`src/rtl/afs_pkg.sv`:
```
package afs_pkg;

  // Positions of the pulse commands in ctl_bits / ctl_pulse
  localparam int CTL_TX_FIFO_CLR = 0;
  localparam int CTL_RX_FIFO_CLR = 1;
  localparam int CTL_TX_SRST     = 2;
  localparam int CTL_RX_SRST     = 3;
  localparam int CTL_CLK_SRST    = 4;
  localparam int CTL_NUM         = 5;

  typedef struct packed {
    logic irq;
    logic tx_dma;
    logic rx_dma;
  } afs_req_t;

endpackage

```
`src/rtl/afs_thresh_cmp.sv`:
```
module afs_thresh_cmp #(
  parameter int LANES  = 4,
  parameter int LVL_W  = 8,
  parameter bit AT_LOW = 1'b1   // 1: flag when level <= thresh, 0: level >= thresh
) (
  input  logic [LANES*LVL_W-1:0] level,
  input  logic [LVL_W-1:0]       thresh,
  output logic [LANES-1:0]       flag
);

  function automatic logic cmp_lvl(input logic [LVL_W-1:0] lvl,
                                   input logic [LVL_W-1:0] th,
                                   input logic low_side);
    if (low_side) return (lvl <= th);
    return (lvl >= th);
  endfunction

  for (genvar i = 0; i < LANES; i++) begin : g_lane
    logic [LVL_W-1:0] lane_lvl;
    assign lane_lvl = level[i*LVL_W +: LVL_W];
    assign flag[i]  = cmp_lvl(lane_lvl, thresh, AT_LOW);
  end

endmodule

```
`src/rtl/afs_err_latch.sv`:
```
module afs_err_latch #(
  parameter int LANES     = 4,
  parameter int LVL_W     = 8,
  parameter int FULL_LVL  = 16,
  parameter bit UNDERFLOW = 1'b1  // 1: pop on empty, 0: push on full
) (
  input  logic                   clk,
  input  logic                   rst_n,
  input  logic [LANES*LVL_W-1:0] level,
  input  logic [LANES-1:0]       strobe,
  input  logic [LANES-1:0]       lane_en,
  input  logic                   clr,
  output logic [LANES-1:0]       err_q,
  output logic [LANES-1:0]       err_event
);

  localparam logic [LVL_W-1:0] FULL_L = LVL_W'(FULL_LVL);

  function automatic logic hit_fn(input logic [LVL_W-1:0] lvl, input logic uf);
    if (uf) return (lvl == '0);
    return (lvl >= FULL_L);
  endfunction

  for (genvar i = 0; i < LANES; i++) begin : g_ev
    logic [LVL_W-1:0] lane_lvl;
    assign lane_lvl     = level[i*LVL_W +: LVL_W];
    assign err_event[i] = strobe[i] & lane_en[i] & hit_fn(lane_lvl, UNDERFLOW);
  end

  // new event has priority over the group clear
  always_ff @(posedge clk or negedge rst_n) begin
    if (!rst_n) err_q <= '0;
    else        err_q <= err_event | (err_q & {LANES{~clr}});
  end

  for (genvar i = 0; i < LANES; i++) begin : g_chk

    err_set_chk: assert property (@(posedge clk) disable iff (!rst_n)
      err_event[i] |=> err_q[i]);

    err_hold_chk: assert property (@(posedge clk) disable iff (!rst_n)
      (err_q[i] && !clr) |=> err_q[i]);

    err_clear_chk: assert property (@(posedge clk) disable iff (!rst_n)
      (clr && !err_event[i]) |=> !err_q[i]);
  end

endmodule

```
`src/rtl/afs_pulse_gen.sv`:
```
module afs_pulse_gen #(
  parameter int N = 5
) (
  input  logic         clk,
  input  logic         rst_n,
  input  logic         wr,
  input  logic [N-1:0] bits,
  output logic [N-1:0] pulse
);

  logic [N-1:0] req;
  assign req = bits & {N{wr}};

  always_ff @(posedge clk or negedge rst_n) begin
    if (!rst_n) pulse <= '0;
    else        pulse <= req;
  end

  for (genvar i = 0; i < N; i++) begin : g_chk

    pulse_cause_chk: assert property (@(posedge clk) disable iff (!rst_n)
      pulse[i] |-> $past(wr && bits[i]));

    pulse_selfclr_chk: assert property (@(posedge clk) disable iff (!rst_n)
      (pulse[i] && !req[i]) |=> !pulse[i]);
  end

endmodule

```
`src/rtl/afs_req_combine.sv`:
```
module afs_req_combine
  import afs_pkg::*;
#(
  parameter int LANES = 4
) (
  input  logic             clk,
  input  logic             rst_n,
  input  logic [LANES-1:0] need,
  input  logic [LANES-1:0] avail,
  input  logic [LANES-1:0] uf_vis,
  input  logic [LANES-1:0] of_q,
  input  logic [LANES-1:0] tx_en,
  input  logic [LANES-1:0] rx_en,
  input  logic             ien_tx,
  input  logic             ien_rx,
  input  logic             ien_err,
  input  logic             tx_dma_mode,
  input  logic             rx_dma_mode,
  output afs_req_t         req
);

  logic any_need, any_avail, any_err;
  logic tx_term, rx_term, err_term;

  assign any_need  = |(need & tx_en);
  assign any_avail = |(avail & rx_en);
  assign any_err   = |uf_vis | |of_q;

  assign tx_term  = ien_tx & ~tx_dma_mode & any_need;
  assign rx_term  = ien_rx & ~rx_dma_mode & any_avail;
  assign err_term = ien_err & any_err;

  assign req.irq    = tx_term | rx_term | err_term;
  assign req.tx_dma = tx_dma_mode & any_need;
  assign req.rx_dma = rx_dma_mode & any_avail;


  irq_masked_chk: assert property (@(posedge clk) disable iff (!rst_n)
    (!ien_tx && !ien_rx && !ien_err) |-> !req.irq);

  txdma_mode_chk: assert property (@(posedge clk) disable iff (!rst_n)
    !tx_dma_mode |-> !req.tx_dma);

  rxdma_mode_chk: assert property (@(posedge clk) disable iff (!rst_n)
    !rx_dma_mode |-> !req.rx_dma);

  dma_excl_chk: assert property (@(posedge clk) disable iff (!rst_n)
    (tx_dma_mode && rx_dma_mode && !ien_err) |-> !req.irq);

endmodule

```
`src/rtl/audio_fifo_flags.sv`:
```
module audio_fifo_flags
  import afs_pkg::*;
#(
  parameter int LANES       = 4,
  parameter int LVL_W       = 8,
  parameter int RX_FULL_LVL = 16
) (
  input  logic                   clk,
  input  logic                   rst_n,
  input  logic [LANES*LVL_W-1:0] tx_level,
  input  logic [LANES*LVL_W-1:0] rx_level,
  input  logic [LANES-1:0]       tx_pop,
  input  logic [LANES-1:0]       rx_push,
  input  logic [LANES-1:0]       tx_lane_en,
  input  logic [LANES-1:0]       rx_lane_en,
  input  logic [LVL_W-1:0]       tx_thresh,
  input  logic [LVL_W-1:0]       rx_thresh,
  input  logic                   ien_tx_need,
  input  logic                   ien_rx_avail,
  input  logic                   ien_err,
  input  logic                   tx_dma_mode,
  input  logic                   rx_dma_mode,
  input  logic                   sta_wr,
  input  logic [LANES-1:0]       sta_uf_clr,
  input  logic [LANES-1:0]       sta_of_clr,
  input  logic                   ctl_wr,
  input  logic [CTL_NUM-1:0]     ctl_bits,
  output logic [LANES-1:0]       tx_need,
  output logic [LANES-1:0]       rx_avail,
  output logic [LANES-1:0]       tx_uflow,
  output logic [LANES-1:0]       rx_oflow,
  output logic                   irq,
  output logic                   tx_dma_req,
  output logic                   rx_dma_req,
  output logic [CTL_NUM-1:0]     ctl_pulse
);

  logic [LANES-1:0] uf_raw, uf_event, of_event;
  logic             uf_clr, of_clr;
  afs_req_t         req;

  assign uf_clr = sta_wr & (|sta_uf_clr);
  assign of_clr = sta_wr & (|sta_of_clr);

  afs_thresh_cmp #(.LANES(LANES), .LVL_W(LVL_W), .AT_LOW(1'b1)) u_tx_cmp (
    .level (tx_level),
    .thresh(tx_thresh),
    .flag  (tx_need)
  );

  afs_thresh_cmp #(.LANES(LANES), .LVL_W(LVL_W), .AT_LOW(1'b0)) u_rx_cmp (
    .level (rx_level),
    .thresh(rx_thresh),
    .flag  (rx_avail)
  );

  afs_err_latch #(.LANES(LANES), .LVL_W(LVL_W), .FULL_LVL(RX_FULL_LVL),
                  .UNDERFLOW(1'b1)) u_uf (
    .clk      (clk),
    .rst_n    (rst_n),
    .level    (tx_level),
    .strobe   (tx_pop),
    .lane_en  (tx_lane_en),
    .clr      (uf_clr),
    .err_q    (uf_raw),
    .err_event(uf_event)
  );

  afs_err_latch #(.LANES(LANES), .LVL_W(LVL_W), .FULL_LVL(RX_FULL_LVL),
                  .UNDERFLOW(1'b0)) u_of (
    .clk      (clk),
    .rst_n    (rst_n),
    .level    (rx_level),
    .strobe   (rx_push),
    .lane_en  (rx_lane_en),
    .clr      (of_clr),
    .err_q    (rx_oflow),
    .err_event(of_event)
  );

  assign tx_uflow = uf_raw & tx_lane_en;

  afs_req_combine #(.LANES(LANES)) u_req (
    .clk        (clk),
    .rst_n      (rst_n),
    .need       (tx_need),
    .avail      (rx_avail),
    .uf_vis     (tx_uflow),
    .of_q       (rx_oflow),
    .tx_en      (tx_lane_en),
    .rx_en      (rx_lane_en),
    .ien_tx     (ien_tx_need),
    .ien_rx     (ien_rx_avail),
    .ien_err    (ien_err),
    .tx_dma_mode(tx_dma_mode),
    .rx_dma_mode(rx_dma_mode),
    .req        (req)
  );

  assign irq        = req.irq;
  assign tx_dma_req = req.tx_dma;
  assign rx_dma_req = req.rx_dma;

  afs_pulse_gen #(.N(CTL_NUM)) u_pulse (
    .clk  (clk),
    .rst_n(rst_n),
    .wr   (ctl_wr),
    .bits (ctl_bits),
    .pulse(ctl_pulse)
  );

  for (genvar i = 0; i < LANES; i++) begin : g_chk

    empty_needs_chk: assert property (@(posedge clk) disable iff (!rst_n)
      (tx_level[i*LVL_W +: LVL_W] == '0) |-> tx_need[i]);

    full_avail_chk: assert property (@(posedge clk) disable iff (!rst_n)
      (rx_level[i*LVL_W +: LVL_W] == '1) |-> rx_avail[i]);

    uf_mask_chk: assert property (@(posedge clk) disable iff (!rst_n)
      (tx_lane_en[i] && uf_event[i]) |=> (tx_uflow[i] || !tx_lane_en[i]));

    of_event_chk: assert property (@(posedge clk) disable iff (!rst_n)
      of_event[i] |=> rx_oflow[i]);
  end

endmodule

```
`config.mk`:
```
export PLATFORM = sky130hd
export DESIGN_NAME = audio_fifo_flags
export DESIGN_NICKNAME = d
export VERILOG_FILES = /design/src/rtl/afs_pkg.sv /design/src/rtl/afs_thresh_cmp.sv /design/src/rtl/afs_err_latch.sv /design/src/rtl/afs_pulse_gen.sv /design/src/rtl/afs_req_combine.sv /design/src/rtl/audio_fifo_flags.sv
export SDC_FILE = /design/constraint.sdc
export NUM_CORES = 1
export LEC_CHECK = 0
export ABC_AREA = 1
export BUFFER_PORTS_ARGS = -buffer_cell sky130_fd_sc_hd__buf_2
export CAP_MARGIN = 40
export CORE_ASPECT_RATIO = 1.5
export CORE_UTILIZATION = 40
export CTS_BUF_LIST = sky130_fd_sc_hd__clkbuf_8
export CTS_CLUSTER_SIZE = 14
export DETAILED_ROUTE_END_ITERATION = 12
export PLACE_DENSITY = 0.82
export SLEW_MARGIN = 20
export SYNTH_ARGS = -nofsm -noshare
export SYNTH_HDL_FRONTEND = slang
export SYNTH_SLANG_ARGS = --single-unit
```
`constraint.sdc`:
```
create_clock -name clk -period 2.51 [get_ports clk]
set_clock_uncertainty 0.15 [all_clocks]
set_input_delay 0.502 -clock clk [delete_from_list [all_inputs] [get_ports clk]]
set_output_delay 0.502 -clock clk [all_outputs]
set_load 0.02 [all_outputs]
```
==> flow_summary.yaml <==
worst_hold_path:
  min_path_cells: 3
  worstHoldEndpoint: "u_pulse.pulse[4]"
  min_path_type: "in2reg"
  holdCritStartpoint: "ctl_bits[4]"
worst_setup_path:
  crit-reg2reg-launch: "u_uf.err_q[0]"
  end_kind: "output port"
  rrSetupSlack_ns: 1.69
  rr_worst_depth: 1
  r2r-end: "u_uf.err_q[0]"
  crit_arrival_ns: 1.93
  start_kind: "primary input"
  worstPathMaxFanout: 4
  crit_type: "in2out"
  worstPathRequired_ns: 1.86
sta:
  hold_viol_final: 0
  setup_viol: 2
  period_minus_slack_ns: 2.58
  tightest_slew_ns: 0.508
  timing.final.crit_share_pct: 103
  maxSlewViolCount: 0
  slew-limit-headroom_pct: 65.7
  rsz0062_at_grt: "yes"
  setup_slack_ns: -0.0691
  fmax_mhz: 388
synthesis:
  synth_seq_cells: 13
  yosys_warnings: 0
  avgSynthCellArea_um2: 6.95
  synthCells: 333
  synth_nets: 515
  yosysSeqAreaShare_pct: 14.1
  syn-cell-area_um2: 2310
  yosysUniqueCellTypes: 25
run_status:
  outcome: "finished, violations left"
  violations: "setup timing"
global_routing:
  grt_usage_pct: 23.0
  grt_pass1_vias: 2720
  grt_max_degree: 14
  grt_pass1_wl_mm: 10.9
  grt_overflow_total: 0
  antenna_found_initial: 0
clock_tree:
  cts_root_buf: "clkbuf_8"
  cts_buffer_depth: 2
  cts-buffers-inserted: 3
  cts_tree: "yes"
  htreeDepth: 1
  clkTransAtPathRegs_ns: 0.05
  clk_latency_ns: 0.24
  numClockSinks: 13
placed_design:
  place_ws_ns: -0.112
  gp_congestion: 0.901
  placed_cell_area_um2: 3150
  dp_hpwl_mm: 6.32
  portBuffers: 141
floorplanning:
  die_area_um2: 6100
  dieWidth_um: 64.1
  die_h_um: 95.1
  core_um2: 5530
  start_util_pct: 41.8
  io_pins: 142
  fp-row-count: 33
finish:
  multiInputGateArea_um2: 2060
  seq_area_um2: 325
  fill_cells: 468
  area_growth_pct: 55.3
  n_antenna_cell: 0
  finalInstanceArea_um2: 3590
  fin_nets: 671
  drive_gt1_share_pct: 46.9
run:
  drv_cap: 0
power:
  powerDensity_nw_per_um2: 289
  leakage_nw: 2.08
  ir_drop_uv: 130
drt:
  route.detailed.drc: 0
  dr_total_vias: 2861
  first_iter_violations: 96
  drtPass1Iterations: 4
  wl_per_cell_um: 13.6
  wl_mm: 7.61
  via_per_inst: 5.13
  postRouteAntennaNets: 0
metrics by stage:
step / std cells / TNS [ns] / hold WS, ns / util, % / total power, W
floorplan: 333 / 0 / 0.0564 / - / 0.000524
global route: 558 / -0.363 / 0.314 / 64.9 / 0.00112
detailed placement: 550 / -0.160 / 0.254 / 57.0 / 0.000755
CTS: 555 / -0.0162 / 0.292 / 58.9 / 0.000961
global placement: 550 / -0.0847 / 0.257 / 57.0 / 0.000734
finish: 558 / -0.0761 / 0.294 / 64.9 / 0.00104
registers in the layout (all words and copies together), names as in the netlist:
| signal | count |
|---|---|
| u_of.err_q | 4 |
| u_uf.err_q | 4 |
| u_pulse.pulse | 5 |
final cells by class:
class | instances | area share [%]
clock buffers | 3 | 1.15
clock inverters | 1 | 0.139
well taps | 70 | 2.44
repair buffers | 151 | 22.8
inverters | 60 | 7.04
multi-input cells | 260 | 57.4
flip-flops and latches | 13 | 9.06
synth_stat cells (all sizes together):
master	instances	share of area (%)
nand4	10	2.7
and3	1	0.27
clkinv	2	0.32
inv	58	9.4
a22o	1	0.38
a21o	2	0.65
o41a	1	0.49
nor2	23	3.7
o41ai	1	0.70
nor3	1	0.43
a21oi	17	3.7
o21a	6	1.9
o21ai	2	0.59
ha	64	35
dfrtp	13	14
nand3b	1	0.32
nor4	12	3.2
o21bai	5	1.6
nand3	2	0.43
o22ai	4	1.1
nand2	107	19
power breakdown:
group / internal, W / switching, W
clock: 0.000110 / 0.0000758
combinational: 0.000287 / 0.000341
sequential: 0.000221 / 0.00000378
cells in the final DEF (no fill, tap or decap), drive strengths merged, types with 2 or more instances in the layout:
| cell type | Yosys | layout |
|---|---|---|
| a21oi | 17 | 17 |
| nand3 | 2 | 2 |
| clkinv | 2 | 3 |
| o22ai | 4 | 4 |
| nand2 | 107 | 107 |
| inv | 58 | 58 |
| o21bai | 5 | 5 |
| ha | 64 | 64 |
| nand4 | 10 | 10 |
| o21ai | 2 | 2 |
| buf | 0 | 150 |
| o21a | 6 | 6 |
| clkbuf | 0 | 3 |
| nor2 | 23 | 23 |
| nor4 | 12 | 12 |
| dfrtp | 13 | 13 |
| a21o | 2 | 2 |
logic make-up (layout without fill, tap and decap cells):
family          count (synthesis)  after routing  synth area share (%)
simple gates                  157            157                  30.4
flops                          13             13                  14.1
compound gates                 39             39                  11.1
buf+inv                        60            215                  9.74
fa+ha+maj                      64             64                  34.6
critical path, cell delays in order:
cell	delay [ns]
buf_2	0.11
inv_4	0.09
ha_1	0.23
nand2_1	0.08
nor2_1	0.06
nor2_1	0.11
nand2_1	0.07
nand2_1	0.09
nand2_2	0.07
nand2_2	0.07
nand2_4	0.06
o21bai_1	0.14
nand3_1	0.09
buf_6	0.14
per-layer routing:
layer	up-vias	part of all wire [%]	global-route usage, %
met1	1270	33	18.9
met2	142	56	50.8
met4	0	4.7	12.4
met5	-	0	0
met3	26	5.9	2.27
li1	1423	-	-
worst max path at each step:
stage	from	to	slack (ns)	cells past startpoint
2_1_floorplan	rx_thresh[7]	rx_dma_req	0.07	10
3_3_place_gp	rx_thresh[7]	irq	-0.07	13
3_5_place_dp	rx_thresh[7]	irq	-0.11	11
4_1_cts	tx_thresh[3]	irq	-0.02	15
5_1_grt	rx_thresh[2]	irq	-0.17	14
6_report	rx_thresh[2]	irq	-0.07	14
repair_timing:
item                       CTS  global route
gates resized for setup     18            56
pin swaps                    2            25
buffers inserted             0             3
hold buffers                 1             0
hold endpoints to repair    13             0
setup endpoints to repair    3             3
Power figures use the tool's default switching activity.
